`config.mk`:
```
export PLATFORM = sky130hd
export DESIGN_NAME = funnel_shl_unit
export DESIGN_NICKNAME = d
export VERILOG_FILES = /design/src/rtl/fsl_pkg.sv /design/src/rtl/fsl_amount.sv /design/src/rtl/fsl_core.sv /design/src/rtl/fsl_outreg.sv /design/src/rtl/funnel_shl_unit.sv
export SDC_FILE = /design/constraint.sdc
export NUM_CORES = 1
export LEC_CHECK = 0
export ABC_AREA = 1
export BUFFER_PORTS_ARGS = -buffer_cell sky130_fd_sc_hd__buf_2
export CAP_MARGIN = 20
export CORE_ASPECT_RATIO = 1.4
export CORE_MARGIN = 4
export CORE_UTILIZATION = 54
export CTS_CLUSTER_SIZE = 12
export DETAILED_ROUTE_END_ITERATION = 12
export MAX_ROUTING_LAYER = met4
export PLACE_DENSITY = 0.84
export SYNTH_ARGS = -nofsm -noshare
export SYNTH_HDL_FRONTEND = slang
export SYNTH_SLANG_ARGS = --single-unit
```
`constraint.sdc`:
```
create_clock -name clk -period 10.24 [get_ports clk]
set_clock_uncertainty 0.05 [all_clocks]
set_input_delay 0.512 -clock clk [delete_from_list [all_inputs] [get_ports clk]]
set_output_delay 0.512 -clock clk [all_outputs]
set_load 0.03 [all_outputs]
```
`src/rtl/fsl_pkg.sv`:
```
package fsl_pkg;
  typedef enum logic [1:0] {
    WT_W32  = 2'd0,
    WT_RSVD = 2'd1,
    WT_U64  = 2'd2,
    WT_S64  = 2'd3
  } width_type_e;

  // Double-width operation for codes 2 and 3.
  function automatic logic is_wide(input logic [1:0] wt);
    return wt[1];
  endfunction

  function automatic logic is_reserved(input logic [1:0] wt);
    return wt == WT_RSVD;
  endfunction
endpackage

```
`src/rtl/fsl_amount.sv`:
```
module fsl_amount #(
  parameter int W     = 32,
  parameter int IMM_W = 6,
  localparam int AMT_W = $clog2(2*W) + 1
) (
  input  logic [W-1:0]     sh_reg,
  input  logic [IMM_W-1:0] sh_imm,
  input  logic             imm_sel,
  input  logic             wide,
  input  logic             wrap_en,
  output logic [AMT_W-1:0] eff_amt
);
  localparam logic [W-1:0] SZ_N = W'(W);
  localparam logic [W-1:0] SZ_D = W'(2*W);

  logic [W-1:0] raw;
  logic [W-1:0] size_v;
  logic [W-1:0] picked;

  always_comb begin
    raw    = imm_sel ? W'(sh_imm) : sh_reg;
    size_v = wide ? SZ_D : SZ_N;
    if (wrap_en) begin
      picked = raw & (size_v - W'(1));
    end else if (raw[W-1]) begin
      picked = '0;
    end else if (raw > size_v) begin
      picked = size_v;
    end else begin
      picked = raw;
    end
    eff_amt = picked[AMT_W-1:0];
  end
endmodule

```
`src/rtl/fsl_core.sv`:
```
module fsl_core #(
  parameter int W = 32,
  localparam int AMT_W = $clog2(2*W) + 1
) (
  input  logic [W-1:0]     hi_op,
  input  logic [W-1:0]     lo_op,
  input  logic [AMT_W-1:0] eff_amt,
  output logic [W-1:0]     result
);
  localparam logic [AMT_W-1:0] ONE_W = AMT_W'(W);
  localparam logic [AMT_W-1:0] TWO_W = AMT_W'(2*W);

  always_comb begin
    if (eff_amt == '0) begin
      result = hi_op;
    end else if (eff_amt < ONE_W) begin
      result = (hi_op << eff_amt) | (lo_op >> (ONE_W - eff_amt));
    end else if (eff_amt < TWO_W) begin
      result = lo_op << (eff_amt - ONE_W);
    end else begin
      result = '0;
    end
  end
endmodule

```
`src/rtl/fsl_outreg.sv`:
```
module fsl_outreg #(
  parameter int W = 32,
  parameter int NFLAG = 2
) (
  input  logic             clk,
  input  logic             rst,
  input  logic             in_valid,
  input  logic [W-1:0]     d_data,
  input  logic [NFLAG-1:0] d_flag,
  output logic             q_valid,
  output logic [W-1:0]     q_data,
  output logic [NFLAG-1:0] q_flag
);
  always_ff @(posedge clk) begin
    if (rst) begin
      q_valid <= 1'b0;
      q_data  <= '0;
    end else begin
      q_valid <= in_valid;
      if (in_valid) q_data <= d_data;
    end
  end

  for (genvar g = 0; g < NFLAG; g++) begin : g_flag
    always_ff @(posedge clk) begin
      if (rst) q_flag[g] <= 1'b0;
      else if (in_valid) q_flag[g] <= d_flag[g];
    end
  end
endmodule

```
`src/rtl/funnel_shl_unit.sv`:
```
module funnel_shl_unit #(
  parameter int W     = 32,
  parameter int IMM_W = 6
) (
  input  logic             clk,
  input  logic             rst,
  input  logic             in_valid,
  input  logic [W-1:0]     hi_op,
  input  logic [W-1:0]     lo_op,
  input  logic [W-1:0]     sh_reg,
  input  logic [IMM_W-1:0] sh_imm,
  input  logic             imm_sel,
  input  logic [1:0]       width_type,
  input  logic             wrap_en,
  input  logic [1:0]       ext_mode,
  output logic             out_valid,
  output logic [W-1:0]     out_data,
  output logic             out_type_err,
  output logic             out_mode_err
);
  import fsl_pkg::*;
  localparam int AMT_W = $clog2(2*W) + 1;

  logic             wide;
  logic [AMT_W-1:0] eff_amt;
  logic [W-1:0]     shifted;
  logic [1:0]       flags_d;
  logic [1:0]       flags_q;

  assign wide    = is_wide(width_type);
  assign flags_d = {ext_mode != 2'b00, is_reserved(width_type)};

  fsl_amount #(.W(W), .IMM_W(IMM_W)) u_amt (
    .sh_reg(sh_reg), .sh_imm(sh_imm), .imm_sel(imm_sel),
    .wide(wide), .wrap_en(wrap_en), .eff_amt(eff_amt)
  );

  fsl_core #(.W(W)) u_core (
    .hi_op(hi_op), .lo_op(lo_op), .eff_amt(eff_amt), .result(shifted)
  );

  fsl_outreg #(.W(W), .NFLAG(2)) u_out (
    .clk(clk), .rst(rst), .in_valid(in_valid),
    .d_data(shifted), .d_flag(flags_d),
    .q_valid(out_valid), .q_data(out_data), .q_flag(flags_q)
  );

  assign out_type_err = flags_q[0];
  assign out_mode_err = flags_q[1];
endmodule

```
### Word level (Yosys, flattened, before mapping)

Cells that the tools add are included.

* magnitude comparators: 3
* $add $sub $neg: 3
* multiplexer cells: 8
* reductions and logical operators: 2
* shift-type cells: 3
* bitwise logic cells: 2
* equal/unequal tests: 1

Operator list (number)
* 32-bit 2-to-1 mux: 4
* 32-bit by 7-bit << shifter with 32-bit output: 2
* 32-bit by 7-bit greater-than comparator with 1-bit output: 1
* 32-bit OR: 1
* 32-bit by 7-bit right shift with 32-bit output: 1
* 7-bit 2-to-1 mux: 4
* 7-bit bitwise AND: 1
* 7-bit zero test: 1
* 7-bit by 6-bit < comparator with 1-bit output, second input constant: 1
* 7-bit < comparator, second input constant: 1
* 6-bit by 7-bit subtractor with 7-bit output, first input constant: 1
* 7-bit by 1-bit subtractor with 7-bit output, second input constant: 1
* 7-bit by 6-bit subtractor with 7-bit output, second input constant: 1
* 2-bit by 1-bit equality test with 1-bit output, second input constant: 1
* 2-bit nonzero test: 1

* input bits: 111
* output and inout port bits: 35
* logic and storage cells: 26
* register bits after elaboration: 35

### Depth between registers and ports, before layout

Gate-level depths: netlist of run 1.

* depth after elaboration: 10
* mapped depth: 33
* mapped depth without buffers: 28

### Hierarchy

A second synthesis of run 1 with hierarchy kept.

* cell total of the unflattened synthesis: 1590
* area total of the unflattened synthesis: 7780.0 µm²

Modules (own cells, without submodules)
* fsl_core: seq. area each 0.0 µm², area an instance 5957.0 µm², cells an instance 1288, instances 1
* fsl_outreg: seq. area each 700.7 µm², area an instance 1423.9 µm², cells an instance 219, instances 1
* fsl_amount: seq. area each 0.0 µm², area an instance 377.9 µm², cells an instance 78, instances 1
* funnel_shl_unit: seq. area each 0.0 µm², area an instance 21.3 µm², cells an instance 5, instances 1

### Least setup slack after synthesis of run 1

No wires, ideal clock.

* kind: input -> register
* start point: input imm_sel
* end point: register u_out.q_data[30]
* setup slack: 5.980 ns
* arrival: 4.140 ns
* required time: 10.120 ns
* setup time: 0.070 ns
* path buffers: 4
* stages: 24
* cell sequence: buf_6 > inv_6 > or2_2 > o21ai_0 > ha_1 > nand3_1 > nor2_1 > nand3_2 > nand2_2 > nand2_2 > nand3_1 > a21oi_4 > inv_2 > ha_1 > clkbuf_1 > clkbuf_1 > clkbuf_1 > nand2_1 > o21ai_0 > a21oi_1 > o311ai_0 > a31oi_1 > a21o_1 > a21oi_1

* longest elaborated chain between the ends: 10
* elaborated cells on any way between the ends: 18
* classes of those cells: add/sub: 2; order compare: 3; shift: 3; mux: 7; bitwise: 2; reduce/logical: 1

RTL lines
* start, declared: RTL line funnel_shl_unit.sv:12 `input logic imm_sel,`
* 32-bit 2-to-1 mux (*): RTL line fsl_amount.sv:21 `raw = imm_sel ? W'(sh_imm) : sh_reg;`
* 32-bit by 7-bit greater-than comparator with 1-bit output: RTL line fsl_amount.sv:27 `end else if (raw > size_v) begin`
* 7-bit 2-to-1 mux: RTL line fsl_amount.sv:27
* 7-bit 2-to-1 mux: RTL line fsl_amount.sv:25 `end else if (raw[W-1]) begin`
* 7-bit 2-to-1 mux (*): RTL line fsl_amount.sv:23 `if (wrap_en) begin`
* 7-bit by 6-bit subtractor with 7-bit output / 6-bit by 7-bit subtractor with 7-bit output (equally long branches): RTL line fsl_core.sv:19, fsl_core.sv:17
* 32-bit by 7-bit << shifter with 32-bit output / 32-bit by 7-bit right shift with 32-bit output (equally long branches): RTL line fsl_core.sv:19, fsl_core.sv:17
* 32-bit 2-to-1 mux / 32-bit OR (equally long branches): RTL line fsl_core.sv:18, fsl_core.sv:17
* 32-bit 2-to-1 mux: RTL line fsl_core.sv:16 `end else if (eff_amt < ONE_W) begin`
* 32-bit 2-to-1 mux (*): RTL line fsl_core.sv:14 `if (eff_amt == '0) begin`
* end signal, assigned: RTL line fsl_outreg.sv:20 `if (in_valid) q_data <= d_data;`
* end, declared: RTL line fsl_outreg.sv:11 `output logic [W-1:0] q_data,`

Mark *: on every way between the ends. The rest lies on a longest branch, timed or not.
A chain may end at the register's enable or synchronous reset.

### Worst setup path in the final report of run 1

* start point: input imm_sel
* end point: register u_out.q_data[31]

Same word-level chain as after synthesis.

==> results of run 1 <==
==> cell usage in the layout (no fill, tap or decap), types with 6 or more instances in the layout <==
master    count
or2_1        12
nand2_2      11
a31oi_1       9
dfxtp_1      35
a21oi_1      56
o21ai_1      73
or2_2         6
buf_2       145
a21o_1        8
nand3_1     329
nor2_1       59
inv_2        19
nand3_2       6
o21ai_0     117
mux2i_1      10
buf_4        15
nand4_1      20
inv_1        70
nand2_1     493
o211ai_1     36
==> where the power goes <==
| group | switching (mW) | internal [mW] |
|---|---|---|
| clock network | 0.0564 | 0.0949 |
| logic | 0.554 | 0.231 |
| registers | 0.00682 | 0.150 |
| total | 0.617 | 0.477 |
==> layout make-up <==
class                      instances  area [sq um]
tap                              185           231
clock buffer                       6           139
inverter                          93           354
sequential                        35           701
clock inverter                     1          5.00
antenna                            1          2.50
fill                            1531          5550
multi-input combinational       1283          6150
timing repair buffer             163           906
==> cell families after synthesis <==
family / count (synthesis)
AND/OR/NAND/NOR: 956
adder cells (fa/ha/maj): 5
XOR/XNOR: 1
buffers and inverters: 220
AO/OA/AOI/OAI: 311
multiplexers: 10
flip-flops: 35
==> worst max-delay path, delay by kind of cell <==
kind | cells | cell delay (ps)
AO/OA/AOI/OAI | 7 | 1460
buffers and inverters | 4 | 570
AND/OR/NAND/NOR | 13 | 1910
adder cells (fa/ha/maj) | 2 | 510
==> stage by stage <==
step | util | instance area [sq um] | power, mW | setup slack (ps) | hold slack, ps
3_5_place_dp | 0.590 | 8280 | 0.907 | 5110 | 402
5_1_grt | 0.605 | 8490 | 1.17 | 4850 | 414
3_3_place_gp | 0.590 | 8280 | 0.901 | 5210 | 399
6_report | 0.605 | 8490 | 1.09 | 5310 | 406
4_1_cts | 0.600 | 8420 | 1.06 | 5390 | 403
2_1_floorplan | - | 7800 | 0.709 | 5980 | 545
==> routing by layer <==
layer / vias to the layer above / routed length (um)
met5: - / 0
met4: 0 / 3330
met3: 186 / 3670
met2: 749 / 15000
met1: 4786 / 11900
li1: 5285 / -
==> worst max-delay path by stage <==
stage | from | to | slack, ps | depth (start not counted)
after global placement | imm_sel | u_out.q_data[19] | 5210 | 27
after global routing | imm_sel | u_out.q_data[31] | 4850 | 26
after detailed placement | imm_sel | u_out.q_data[31] | 5110 | 26
final | imm_sel | u_out.q_data[31] | 5310 | 26
after floorplan | imm_sel | u_out.q_data[30] | 5980 | 24
after CTS | imm_sel | u_out.q_data[31] | 5390 | 26
==> sequential cells by signal, summed over array words and instances (netlist names) <==
register / flops
u_out.q_data: 32
u_out.q_valid: 1
u_out.q_flag: 2
==> Yosys cell counts, drive strengths merged (3+ instances only) <==
cell type,number,area share
ha,5,0.0080
clkinv,3,0.0014
buf,61,0.045
nand3,336,0.22
o211ai,36,0.035
a21oi,58,0.039
nor2,63,0.032
a21o,8,0.0077
nand4,21,0.018
mux2i,10,0.013
a31oi,9,0.0072
nand2,507,0.25
clkbuf,66,0.032
nor3,5,0.0053
o21ai,191,0.12
dfxtp,35,0.090
inv,90,0.044
or2,21,0.017
==> flow_summary.yaml, run 1 <==
yosys:
  synth_xor_xnor_area_share: 0.00112
  synth_flop_cell: "dfxtp_1"
  synth.net_count: 1654
  synth.yosys.warnings: 0
  synth.ff_latch_count: 35
  postSynth.asyncResetShare: 0
  yosys.area_share.simple: 0.544
  post_synth_fa_ha_maj_area_fraction: 0.00802
  synth_compound_area_frac: 0.222
  synth_top_family_by_area: "simple AND/OR/NAND/NOR gates"
  synth_area_per_cell_sq_um: 5.07
  mappedNetlistArea_sq_um: 7800
  sequential_share_of_the_synthesized_area: 0.0898
  synth-edff-count: 0
  synthDistinctLibCells: 47
  yosys-mux-area-fraction: 0.0128
  post_synth_inst_count: 1538
timing:
  setup-violations-final: 0
  timing.final.max_slew_violations: 0
  finalHoldViolCount: 0
  setup_tns_ps: 0
  min_period_over_period: 0.482
  max_clock_freq_mhz: 203
  finalCriticalPeriod_ps: 4930
  worst_relative_slew_slack: 0.285
  rsz_0062_raised_after_global_routing: "no"
  worst_pin_slew_ps: 1070
setup_path:
  arrival_ps: 5020
  endpoint_kind: "flip-flop"
  worst_path_max_delay_cell: "nand2_2"
  timing.reg2reg.setup_slack_ps: 9540
  reg2reg_to: "u_out.q_data[11]"
  worst-setup-path-type: "in2reg"
  rr_startpoint: "u_out.q_data[11]"
  timing.critical_path.from_type: "primary input"
  worstRegToRegCells: 2
  cp_data_required_time_ps: 10330
  critPathMaxFanout: 52
  max_stage_delay_ps: 550
drt:
  violation_count_after_the_first_detailed_route_iteration: 1438
  drt_drc_violations_left: 0
  vias: 11000
  drt-vias-per-instance: 6.23
  firstDrtPassIters: 9
  drt-wirelength-per-cell_um: 19.2
  wl_um: 33900
  route.antenna.remaining_nets: 0
power:
  power_per_cell_area_nw_per_um2: 129
  static-leakage-power_nw: 4.18
  power.ir.vdd_worst_v: 0.0000972
global_route:
  gr-usage-met2: 0.629
  grtUsageTotal: 0.414
  grt_util_met3: 0.0892
  pin_count_of_the_biggest_net_entering_global_routing: 80
  globalRoute.busiestLayer: "met2"
  remaining_global_route_overflow: 0
  number_of_antenna_violations_at_the_first_check_in_global_routing: 1
  gr-usage-met1: 0.460
  vias_in_the_first_global_route: 9532
  global_route_wire_length_before_repair_um: 51200
layout:
  layoutNonFillerInstCount: 1767
  fraction_of_final_layout_cells_with_drive_strength_greater_than_1: 0.144
  nNetsFinal: 1697
  syn_to_final_growth_pct: 8.89
placed_design:
  dp.final_hpwl_um: 25500
  replace_congestion: 1.12
  io_buffer_count: 145
  numPlacedInstances: 1756
worst_hold_path:
  holdCritPathClass: "in2reg"
  min_to: "u_out.q_flag[1]"
  worstHoldPathCells: 3
  holdCritStartpoint: "ext_mode[0]"
floorplan:
  io_pins: 146
  design.die.area_sq_um: 16500
  initial_utilization: 0.556
  die-width_um: 110
  core_area_sq_um: 14000
  placementRows: 51
  fp.dieH_um: 150
clock_network:
  hold_buffers: 0
  numClockSinks: 35
  clock_tree.htree_level_count: 2
  cts_tree: "done"
  clkSlewWorstSetupHoldPaths_ps: 50
  ctsResizeCount: 0
  worst_skew_pair.late_latency_ps: 280
  postCtsSetupBuffers: 0
  root_buffer: "clkbuf_16"
  cts_made_buffers: 5
  clock_tree.buffer_depth: 2
run_status:
  status: "completed"
job:
  drv_cap: 0
Power figures use the tool's default switching activity.
==> inputs of run 2 (changes only) <==
Settings changed: CORE_UTILIZATION 54 to 53, PLACE_DENSITY 0.84 to 0.86.
Clock period 10.24 ns to 4.4 ns, I/O delays scaled along.
==> run 2 against run 1 <==
  * Via count increased by 0.12%
  * Utilization shrank 0.62 points
  * Clock-buffer cell count shrank 1
  * Global-route usage shrank 1.4 points
  * First-iteration DRC count fell by 7.9%
  * Largest cell class unchanged
  * Largest power group unchanged
==> flow_summary.yaml, run 2 (synthesis results as in run 1) <==
run_status:
  status: "completed"
drt:
  drt-vias-per-instance: 6.16
  firstDrtPassIters: 7
  top_layer: "met4"
  violation_count_after_the_first_detailed_route_iteration: 1325
  route.met3.wl_um: 2460
  wl_um: 34200
  drt-wirelength-per-cell_um: 19.1
  route.antenna.remaining_nets: 0
  wl_met1_um: 13000
  vias: 11000
  drt_drc_violations_left: 0
  route.met2.wl_um: 15500
global_route:
  global_route_wire_length_before_repair_um: 52200
  number_of_antenna_violations_at_the_first_check_in_global_routing: 0
  remaining_global_route_overflow: 0
  vias_in_the_first_global_route: 9660
  grtUsageTotal: 0.400
  pin_count_of_the_biggest_net_entering_global_routing: 85
power:
  switching_power_mw: 1.46
  clk_pwr_share: 0.157
  power_per_cell_area_nw_per_um2: 305
  power_frac_seq: 0.140
  power.ir.vdd_worst_v: 0.000280
  p_comb_frac: 0.704
  internal_power_consumption_mw: 1.18
  static-leakage-power_nw: 4.28
  sw_frac_of_total: 0.553
clock_network:
  ctsResizeCount: 0
  clock_tree.buffer_depth: 2
  numClockSinks: 35
  clkSlewWorstSetupHoldPaths_ps: 60
  hold_buffers: 0
  cts_made_buffers: 5
  cts_tree: "done"
  root_buffer: "clkbuf_16"
  postCtsSetupBuffers: 0
  clock_tree.htree_level_count: 2
  worst_skew_pair.late_latency_ps: 280
timing:
  timing.final.max_slew_violations: 0
  timing.hold.ws_ps: 102
  rsz_0062_raised_after_global_routing: "no"
  worst_relative_slew_slack: 0.316
  setup-violations-final: 0
  worst_pin_slew_ps: 1020
  max_clock_freq_mhz: 248
  finalHoldViolCount: 0
  setup_tns_ps: 0
  finalCriticalPeriod_ps: 4030
  min_period_over_period: 0.915
floorplan:
  initial_utilization: 0.540
  die-width_um: 111
  io_pins: 146
  core_area_sq_um: 14400
  fp.dieH_um: 152
  design.die.area_sq_um: 16700
  placementRows: 52
setup_path:
  critPathMaxFanout: 52
  timing.reg2reg.setup_slack_ps: 3620
  timing.critical_path.from_type: "primary input"
  rr_startpoint: "u_out.q_data[26]"
  worstRegToRegCells: 2
  reg2reg_to: "u_out.q_data[26]"
  arrival_ps: 4200
  cp_data_required_time_ps: 4570
  endpoint_kind: "flip-flop"
  worst-setup-path-type: "in2reg"
layout:
  largest_register_ffs: 32
  nNetsFinal: 1715
  max_flop_register: "u_out.q_data"
  layout_top_registers: "u_out.q_data: 32 flops, u_out.q_flag: 2 flops, u_out.q_valid: 1 flops"
  syn_to_final_growth_pct: 10.9
  n_fill_cell: 1554
  most-common-layout-cells: "493 x nand2_1, 329 x nand3_1, 145 x buf_2, 117 x o21ai_0, 73 x o21ai_1"
  most_frequent_standard_cell_in_the_layout_excluding_fill_and_tap_cells: "nand2_1"
  antenna_cells_inserted: 0
  fraction_of_final_layout_cells_with_drive_strength_greater_than_1: 0.154
worst_hold_path:
  holdCritStartpoint: "width_type[0]"
  worstHoldPathCells: 3
  min_to: "u_out.q_flag[0]"
  holdCritPathClass: "in2reg"
job:
  drv_cap: 0
placed_design:
  replace_congestion: 1.08
  dp.final_hpwl_um: 26600
  io_buffer_count: 145
## run 2: how the worst max path moves through the flow
stage	start	endpoint	slack [ps]	cells after the start
3_5_place_dp	imm_sel	u_out.q_data[30]	180	26
5_1_grt	imm_sel	u_out.q_data[30]	10	26
4_1_cts	imm_sel	u_out.q_data[30]	470	26
3_3_place_gp	imm_sel	u_out.q_data[30]	270	26
2_1_floorplan	imm_sel	u_out.q_data[30]	430	24
6_report	imm_sel	u_out.q_data[30]	370	26
## run 2: final cells by class
type                       instances  area, sq um  area share
inverter                          93          354      0.0409
clock buffer                       5          125      0.0145
clock inverter                     3         43.8     0.00506
sequential                        35          701      0.0810
tap                              189          236      0.0273
multi-input combinational       1283         6150       0.712
timing repair buffer             181         1030       0.120
## run 2: routing by layer
layer | global-route usage | vias up
li1 | - | 5300
met1 | 0.459 | 4903
met2 | 0.648 | 666
met3 | 0.0377 | 150
met4 | 0.309 | 0
met5 | - | -
## run 2: power by group through the flow
stage | logic [mW] | clock network (mW) | registers [mW]
final | 1.86 | 0.413 | 0.368
after global routing | 2.03 | 0.420 | 0.372
after CTS | 1.81 | 0.408 | 0.368
after detailed placement | 1.80 | 0 | 0.374
after global placement | 1.79 | 0 | 0.374
after floorplan | 1.21 | 0 | 0.435
## run 2: metrics by stage
stage	power, mW	setup WS, ps	instance area [sq um]	util	instances
finish	2.64	372	8650	0.599	1789
CTS	2.58	469	8650	0.599	1789
global route	2.82	9.78	8650	0.599	1789
detailed placement	2.17	184	8480	0.587	1781
global placement	2.16	275	8480	0.587	1781
floorplan	1.65	432	7800	-	1538
## run 2: critical path, cell delays in order
cell	delay, ps
buf_2	190
inv_6	70
or2_2	270
o21ai_0	110
ha_1	280
nand3_1	80
nor2_1	50
nand3_2	60
nand2_2	60
nand2_2	100
nand3_1	130
a21oi_4	250
inv_2	80
ha_1	320
buf_12	220
nand2_1	70
o21ai_1	190
inv_1	60
o21ai_0	400
nand2_1	90
o21ai_1	180
mux2i_1	160
o21ai_1	150
a31oi_1	70
a21o_1	210
a21oi_1	110
